[config.mk]
export PLATFORM = sky130hd
export DESIGN_NAME = dual_strobe_burst_seq
export DESIGN_NICKNAME = d
export VERILOG_FILES = /design/src/rtl/burst_seq_pkg.sv /design/src/rtl/burst_seq_ctrl.sv /design/src/rtl/burst_seq_datapath.sv /design/src/rtl/dual_strobe_burst_seq.sv
export SDC_FILE = /design/constraint.sdc
export NUM_CORES = 1
export LEC_CHECK = 0
export ABC_AREA = 0
export CORE_ASPECT_RATIO = 0.6
export CORE_MARGIN = 3
export CORE_UTILIZATION = 30
export CTS_CLUSTER_SIZE = 28
export DETAILED_ROUTE_END_ITERATION = 10
export GPL_TIMING_DRIVEN = 0
export PLACE_DENSITY = 0.71
export SLEW_MARGIN = 10
export SYNTH_ARGS = -nofsm -noshare
export SYNTH_HDL_FRONTEND = slang
export SYNTH_HIERARCHICAL = 1
export SYNTH_SLANG_ARGS = --single-unit
[constraint.sdc]
create_clock -name clk -period 1.4 [get_ports clk]
set_clock_uncertainty 0.05 [all_clocks]
set_input_delay 0.28 -clock clk [delete_from_list [all_inputs] [get_ports clk]]
set_output_delay 0.28 -clock clk [all_outputs]
set_load 0.03 [all_outputs]
[src/rtl/burst_seq_pkg.sv]
package burst_seq_pkg;
  // Strobes passed from the control unit to the address datapath
  typedef struct packed {
    logic load;     // capture external address this edge
    logic advance;  // step the burst counter this edge
  } seqStrobes_t;

  typedef enum logic {
    ORDER_LINEAR     = 1'b0,
    ORDER_INTERLEAVE = 1'b1
  } burstOrder_e;
endpackage

[src/rtl/burst_seq_ctrl.sv]
module burst_seq_ctrl
  import burst_seq_pkg::*;
(
  input  logic        clk,
  input  logic        rstN,
  input  logic        procStrobeN,
  input  logic        ctrlStrobeN,
  input  logic        enOneN,
  input  logic        enTwo,
  input  logic        enThreeN,
  input  logic        advanceN,
  output seqStrobes_t strobes,
  output logic        selected
);
  logic procHit;
  logic ctrlHit;
  logic loadNow;
  logic enablesOk;
  logic selReg;

  // Processor strobe is only seen while enable one is low; it outranks the controller
  assign procHit   = !procStrobeN && !enOneN;
  assign ctrlHit   = !ctrlStrobeN && !procHit;
  assign loadNow   = procHit || ctrlHit;
  assign enablesOk = !enOneN && enTwo && !enThreeN;

  always_ff @(posedge clk or negedge rstN) begin
    if (!rstN) begin
      selReg <= 1'b0;
    end else if (loadNow) begin
      selReg <= enablesOk;
    end
  end

  assign selected        = selReg;
  assign strobes.load    = loadNow;
  assign strobes.advance = !advanceN && selReg && !loadNow;


  proc_ignored_chk: assert property (@(posedge clk) disable iff (!rstN)
    (!procStrobeN && enOneN && ctrlStrobeN) |=> $stable(selected));


  sel_hold_chk: assert property (@(posedge clk) disable iff (!rstN)
    (procStrobeN && ctrlStrobeN) |=> $stable(selected));


  sel_capture_chk: assert property (@(posedge clk) disable iff (!rstN)
    (!ctrlStrobeN && !enOneN && enTwo && !enThreeN) |=> selected);


  no_adv_deselected_chk: assert property (@(posedge clk) disable iff (!rstN)
    !selected |-> !strobes.advance);
endmodule

[src/rtl/burst_seq_datapath.sv]
module burst_seq_datapath
  import burst_seq_pkg::*;
#(
  parameter int ADDR_W  = 18,
  parameter int BURST_W = 2
) (
  input  logic              clk,
  input  logic              rstN,
  input  logic [ADDR_W-1:0] extAddr,
  input  logic              interleaveSel,
  input  seqStrobes_t       strobes,
  output logic [ADDR_W-1:0] wordAddr
);
  localparam int UPPER_W = ADDR_W - BURST_W;

  logic [UPPER_W-1:0] upperAddr;
  logic [BURST_W-1:0] startLow;
  logic [BURST_W-1:0] stepCnt;
  logic [BURST_W-1:0] linearLow;
  logic [BURST_W-1:0] interLow;
  logic [BURST_W-1:0] burstLow;
  burstOrder_e        order;

  always_ff @(posedge clk or negedge rstN) begin
    if (!rstN) begin
      upperAddr <= '0;
      startLow  <= '0;
      stepCnt   <= '0;
    end else if (strobes.load) begin
      upperAddr <= extAddr[ADDR_W-1:BURST_W];
      startLow  <= extAddr[BURST_W-1:0];
      stepCnt   <= '0;
    end else if (strobes.advance) begin
      stepCnt   <= stepCnt + 1'b1;
    end
  end

  // Linear order: modular add of the step count to the start
  assign linearLow = startLow + stepCnt;

  // Interleaved order: per-bit toggle of the start by the step count
  for (genvar b = 0; b < BURST_W; b++) begin : g_inter
    assign interLow[b] = startLow[b] ^ stepCnt[b];
  end

  assign order = burstOrder_e'(interleaveSel);

  always_comb begin
    unique case (order)
      ORDER_INTERLEAVE: burstLow = interLow;
      default:          burstLow = linearLow;
    endcase
  end

  assign wordAddr = {upperAddr, burstLow};


  upper_stable_chk: assert property (@(posedge clk) disable iff (!rstN)
    !strobes.load |=> $stable(wordAddr[ADDR_W-1:BURST_W]));


  load_start_chk: assert property (@(posedge clk) disable iff (!rstN)
    strobes.load |=> (startLow == $past(extAddr[BURST_W-1:0]) && stepCnt == '0));


  hold_chk: assert property (@(posedge clk) disable iff (!rstN)
    (!strobes.load && !strobes.advance) |=> $stable(stepCnt));


  step_chk: assert property (@(posedge clk) disable iff (!rstN)
    (!strobes.load && strobes.advance) |=> stepCnt == BURST_W'($past(stepCnt) + 1));
endmodule

[src/rtl/dual_strobe_burst_seq.sv]
module dual_strobe_burst_seq
  import burst_seq_pkg::*;
#(
  parameter int ADDR_W  = 18,
  parameter int BURST_W = 2
) (
  input  logic              clk,
  input  logic              rstN,
  input  logic [ADDR_W-1:0] extAddr,
  input  logic              procStrobeN,
  input  logic              ctrlStrobeN,
  input  logic              enOneN,
  input  logic              enTwo,
  input  logic              enThreeN,
  input  logic              advanceN,
  input  logic              interleaveSel,
  output logic [ADDR_W-1:0] wordAddr,
  output logic              selected
);
  seqStrobes_t strobes;

  burst_seq_ctrl u_ctrl (
    .clk        (clk),
    .rstN       (rstN),
    .procStrobeN(procStrobeN),
    .ctrlStrobeN(ctrlStrobeN),
    .enOneN     (enOneN),
    .enTwo      (enTwo),
    .enThreeN   (enThreeN),
    .advanceN   (advanceN),
    .strobes    (strobes),
    .selected   (selected)
  );

  burst_seq_datapath #(
    .ADDR_W (ADDR_W),
    .BURST_W(BURST_W)
  ) u_dp (
    .clk          (clk),
    .rstN         (rstN),
    .extAddr      (extAddr),
    .interleaveSel(interleaveSel),
    .strobes      (strobes),
    .wordAddr     (wordAddr)
  );
endmodule

==> impl_metrics.py, run 1 <==
metrics = {
    "global_route": {
        "gr-usage-met1_pct": 13.84,
        "use_met2_pct": 19.74,
        "grtUsageTotal_pct": 11.76,
        "gr-total-overflow": 0,
        "grt_pass1_vias": 706,
        "use_met3_pct": 6.458,
        "grt.busiest_layer": "met2",
        "antenna_found_initial": 0,
        "grt_max_degree": 22,
        "grt_pass1_wl_mm": 3.436,
    },
    "route": {
        "drt-total-wl_mm": 2.161,
        "first_iter_violations": 6,
        "first_pass_iters": 3,
        "wire_per_inst_um": 14.31,
        "drc": 0,
        "antenna_left": 0,
        "num_vias": 643,
        "vias_per_cell": 4.258,
    },
    "synth": {
        "yosysUniqueCellTypes": 16,
        "netlist_instances": 57,
        "avgSynthCellArea_sq_um": 16.33,
        "ys_ff_latch": 21,
        "post_synth_instance_area_sq_um": 930.9,
        "yosysTopAreaCell": "dfrtp_1",
        "synth.most_common_cell": "dfrtp_1",
        "ys.flop_type": "dfrtp_1",
        "synthTopCellsByCount": "dfrtp_1, mux2_4, xnor2_1, buf_6, nor2_1",
        "synth-warning-count": 6,
        "synth_edf_count": 0,
        "seq_area_frac_synth_pct": 56.45,
        "synth_nets": 85,
        "synthArstFlopShare_pct": 100.0,
        "synth_top_area_share_pct": 56.45,
        "synth.area.top_cells": "dfrtp_1, mux2_4, xnor2_1, buf_6, ha_1",
    },
    "place": {
        "io_buffers": 45,
        "place_ws_ns": -0.6338,
        "gp_congestion": 0.6684,
        "hpwlAfterDp_mm": 1.612,
    },
    "setup_path": {
        "cp-start-kind": "flip-flop",
        "crit_chain": "ha_2 > nor2b_4 > xnor2_2 > buf_6",
        "worstPathMaxFanout": 2,
        "slowest_stage": "dfrtp_1",
        "end_kind": "output port",
        "crit_type": "flip-flop to output port",
        "required_ns": 1.07,
        "cp.arrival_ns": 1.25,
        "critical-path-max-stage-delay_ns": 0.40,
    },
    "sta": {
        "fmax_mhz": 632.2,
        "maxSlewViolCount": 0,
        "worst_pin_slew_ns": 0.9100,
        "finalCriticalPeriod_ns": 1.582,
        "finalSetupViolCount": 2,
        "tns_ns": -0.2055,
        "hold_slack_ns": 0.3136,
        "rsz0062_at_grt": "yes",
        "period_share_pct": 113.0,
        "worst_slack_ns": -0.1817,
        "max_slew_margin_pct": 39.14,
        "finalHoldViolCount": 0,
    },
    "flow_run": {
        "maxCapViolations": 0,
    },
    "floorplan": {
        "die_w_um": 77.92,
        "initial_core_util_pct": 34.29,
        "core_sq_um": 2715,
        "io_pins": 46,
        "die_h_um": 49.15,
        "dieArea_sq_um": 3830,
        "row_count": 14,
    },
    "clock_network": {
        "cts_buffers": 3,
        "postCtsHoldBufs": 0,
        "clock_latency_ns": 0.25,
        "clockBufferDepth": 2,
        "cts_tree": "yes",
        "htreeDepth": 1,
        "path_clk_slew_ns": 0.07,
        "root_buffer": "clkbuf_8",
        "clock_sinks": 21,
    },
    "layout": {
        "drive_gt1_share_pct": 31.53,
        "area_growth_pct": 67.07,
        "fin_nets": 140,
        "num_antenna_cells": 0,
        "post-route-util_pct": 57.28,
    },
    "status": {
        "violations": "setup timing",
        "status": "finished, violations left",
    },
    "min_path": {
        "hold_class": "input port to flip-flop",
    },
    "pwr": {
        "finalPower_mw": 1.518,
        "p_per_area_nw_per_um2": 976.3,
        "power.leakage_nw": 0.7531,
        "ir_worst_vdd_mv": 0.4991,
    },
}
-- state kept, by name, indices dropped and copies added (netlist names) --
register,cells
u_dp/startLow,2
u_dp/stepCnt,2
u_dp/upperAddr,16
u_ctrl/selected,1
-- worst paths after layout --
check | to | slack, ns | start | depth (start not counted)
max in group asynchronous | u_dp/upperAddr[14] | 0.25 | rstN | 1
setup reg to reg | u_dp/stepCnt[1] | 0.29 | u_dp/stepCnt[0] | 4
hold / removal | u_ctrl/selected | 0.31 | enOneN | 3
min in group asynchronous | u_dp/upperAddr[1] | 0.49 | rstN | 1
hold reg to reg | u_dp/upperAddr[2] | 0.46 | u_dp/upperAddr[2] | 1
setup / recovery | wordAddr[1] | -0.18 | u_dp/stepCnt[0] | 4
-- final cells by class --
type	count	area [sq um]
fillers	226	1160
flip-flops and latches	21	525.5
repair buffers	50	499.2
multi-input cells	32	389.1
well taps	40	50.05
clock buffers	4	45.04
plain buffers	3	42.54
inverters	1	3.754
-- worst max-delay path: cells and delay by family, from the launching register on --
kind          cells  cell delay [ns]
buf+inv           1             0.15
fa+ha+maj         1             0.18
simple gates      1             0.12
xor+xnor          1             0.15
flops             1             0.40
-- cells by family (layout without fill, tap and decap cells) --
logic type | count (synthesis) | in the layout | synth area share, %
muxes | 18 | 18 | 29.03
buffers and inverters | 4 | 58 | 3.629
adders and majority gates | 1 | 1 | 1.344
xor gates and xnor gates | 3 | 3 | 2.823
AOI/OAI and AO/OA | 6 | 6 | 4.434
and+or+nand+nor | 4 | 4 | 2.286
DFF | 21 | 21 | 56.45
-- power by group --
part	total [mW]	switching, mW	internal [mW]
combinational	0.449	0.208	0.241
sequential	0.693	0.0318	0.662
clock	0.376	0.174	0.202
total	1.52	0.414	1.10
-- cell usage in the layout, fill, tap and decap left out --
cell type	Yosys	final
clkbuf_16	0	1
dfrtp_1	21	21
buf_4	1	5
nand3b_1	1	1
buf_6	2	2
o211ai_1	1	1
nor2b_4	0	1
a211o_1	1	1
nor2_1	2	2
xnor2_2	0	1
buf_12	0	1
xnor2_1	3	2
buf_8	0	1
ha_2	0	1
a21oi_1	1	1
inv_1	1	1
clkdlybuf4s50_1	0	23
clkbuf_1	0	1
dlymetal6s2s_1	0	3
a21bo_2	1	1
clkbuf_8	0	3
o21ai_1	1	2
mux2_4	18	18
clkdlybuf4s15_1	0	4
dlygate4sd2_1	0	13
-- timing repair --
action / CTS / global route
gates resized for setup: 34 / 11
pin swaps: 0 / 3
endpoints found under the setup margin: 37 / 25
cloned: 0 / 1
buffers inserted: 2 / 2
-- stage by stage --
step | instances | cell area, sq um
global route | 151 | 1555
global placement | 142 | 1439
CTS | 148 | 1486
detailed placement | 142 | 1439
floorplan | 57 | 938.4
finish | 151 | 1555
-- layer usage --
layer  part of all wire, %  wire length [um]
met1                    43               936
met4                     0                 0
met3                   9.6               208
met2                    47              1017
met5                     0                 0
No activity file was read; power rests on OpenSTA's default activity.
==> run 2, diff against run 1 <==
- CORE_MARGIN: 3 -> 1.5
==> impl_metrics.py, run 2 (synthesis results as in run 1) <==
metrics = {
    "setup_path": {
        "end_kind": "output port",
        "worstPathMaxFanout": 2,
        "cp_num_buf_inv": 1,
        "cp-start-kind": "flip-flop",
        "crit_chain": "ha_2 > nor2b_4 > xnor2_2 > buf_6",
        "cp.arrival_ns": 1.23,
        "crit_type": "flip-flop to output port",
        "critical-path-max-stage-delay_ns": 0.38,
        "required_ns": 1.07,
        "crit_family": "flip-flops",
        "slowest_stage": "dfrtp_1",
    },
    "clock_network": {
        "path_clk_slew_ns": 0.07,
        "clock_sinks": 21,
        "htreeDepth": 1,
        "cts_buffers": 3,
        "clock_latency_ns": 0.25,
        "clockBufferDepth": 2,
        "root_buffer": "clkbuf_8",
        "cts_tree": "yes",
        "postCtsHoldBufs": 0,
    },
    "layout": {
        "layout_common_cells": "clkdlybuf4s50_1, dfrtp_1, mux2_4",
        "layout_commonest_cell": "clkdlybuf4s50_1",
        "fin_cells": 150,
        "area_growth_pct": 62.63,
        "fin_area_sq_um": 1514,
        "num_antenna_cells": 0,
        "reg.largest.list": "u_dp/upperAddr x16, u_dp/startLow x2, u_dp/stepCnt x2",
        "regMostFlops": "u_dp/upperAddr",
        "drive_gt1_share_pct": 30.56,
        "fin_nets": 137,
        "largest_reg_flops": 16,
    },
    "global_route": {
        "grtUsageTotal_pct": 11.98,
        "antenna_found_initial": 0,
        "gr-total-overflow": 0,
        "grt_pass1_wl_mm": 2.925,
        "grt_max_degree": 22,
        "grt_pass1_vias": 628,
    },
    "pwr": {
        "ir_worst_vdd_mv": 0.5188,
        "p_per_area_nw_per_um2": 995.3,
        "finalPower_mw": 1.507,
        "power.leakage_nw": 0.7251,
    },
    "floorplan": {
        "io_pins": 46,
        "initial_core_util_pct": 32.00,
        "row_count": 15,
        "die_w_um": 74.92,
        "die_h_um": 46.15,
        "dieArea_sq_um": 3457,
        "core_sq_um": 2909,
    },
    "route": {
        "vias_per_cell": 4.080,
        "drc": 0,
        "num_vias": 612,
        "first_pass_iters": 2,
        "antenna_left": 0,
        "wire_per_inst_um": 12.06,
        "drt-total-wl_mm": 1.809,
        "first_iter_violations": 15,
    },
    "sta": {
        "period_share_pct": 111.7,
        "hold_slack_ns": 0.2982,
        "fmax_mhz": 639.4,
        "max_slew_margin_pct": 38.92,
        "maxSlewViolCount": 0,
        "finalSetupViolCount": 2,
        "rsz0062_at_grt": "yes",
        "worst_pin_slew_ns": 0.9134,
        "finalHoldViolCount": 0,
        "finalCriticalPeriod_ns": 1.564,
        "worst_slack_ns": -0.1639,
    },
    "min_path": {
        "hold_class": "input port to flip-flop",
    },
    "status": {
        "status": "finished, violations left",
        "violations": "setup timing",
    },
    "place": {
        "io_buffers": 45,
        "gp_congestion": 0.6130,
        "place_area_sq_um": 1441,
        "place_inst": 144,
    },
    "flow_run": {
        "maxCapViolations": 0,
    },
}
[run 2: cell types whose count changed in the layout (fill, tap and decap cells not counted), sizes merged]
cell and change:
buf -2, clkbuf -2, clkdlybuf4s15 -2, clkdlybuf4s50 +1, clkinv +1, dlygate4sd2 +2, dlymetal6s2s -1
[run 2: cell type report]
type / count / area, sq um
plain buffers: 3 / 42.54
clock buffers: 3 / 41.29
clock inverters: 1 / 5.005
fillers: 248 / 1395
inverters: 1 / 3.754
multi-input cells: 32 / 389.1
flip-flops and latches: 21 / 525.5
well taps: 42 / 52.55
repair buffers: 47 / 454.2
[run 2: worst reg2reg max path, cell delays in order, from the launching register on]
cell,delay [ns]
dfrtp_1,0.35
o211ai_1,0.10
nor2_1,0.21
a21bo_2,0.16
a21oi_1,0.05
[run 2: metal layers]
layer  up-vias  GRT usage (%)  part of all wire (%)
met1       286          15.24                    46
met3         2          5.908                   6.8
met2        24          18.23                    46
met5         -              0                     0
li1        300              -                     -
met4         0          3.273                  0.44
[run 2: worst paths after layout]
path	slack, ns	cells after the start	end	from
max in group asynchronous	0.26	1	u_dp/stepCnt[0]	rstN
min in group asynchronous	0.49	1	u_dp/upperAddr[4]	rstN
setup reg to reg	0.36	4	u_dp/stepCnt[1]	u_ctrl/selected
hold / removal	0.30	3	u_ctrl/selected	enOneN
setup / recovery	-0.16	4	wordAddr[1]	u_dp/stepCnt[0]
hold reg to reg	0.45	1	u_dp/upperAddr[6]	u_dp/upperAddr[6]
[run 2: per-stage QoR]
stage	setup slack (ns)	utilization (%)	setup TNS, ns
4_1_cts	-0.2020	51.35	-0.2282
5_1_grt	-0.2191	52.04	-0.2805
6_report	-0.1639	52.04	-0.1871
2_1_floorplan	0.02608	-	0
3_3_place_gp	-0.5991	49.55	-7.700
3_5_place_dp	-0.6034	49.55	-8.744
[run 2: timing repair]
action                                  in CTS  in global routing
setup buffers                                2                  0
pin swaps                                    1                  1
endpoints found under the hold margin        0                  0
resized for setup                           34                  8
endpoints found under the setup margin      32                 22
[run 2: power by group]
part	internal [mW]	switching (mW)	leakage, nW
clock	0.198	0.185	0.0255
combinational	0.229	0.203	0.448
sequential	0.661	0.0313	0.251
==> run 3, diff against run 2 <==
- GPL_ROUTABILITY_DRIVEN: not set -> 1
==> results of run 3 <==
No change in the layout: final DEF, timing and power equal those of run 2.
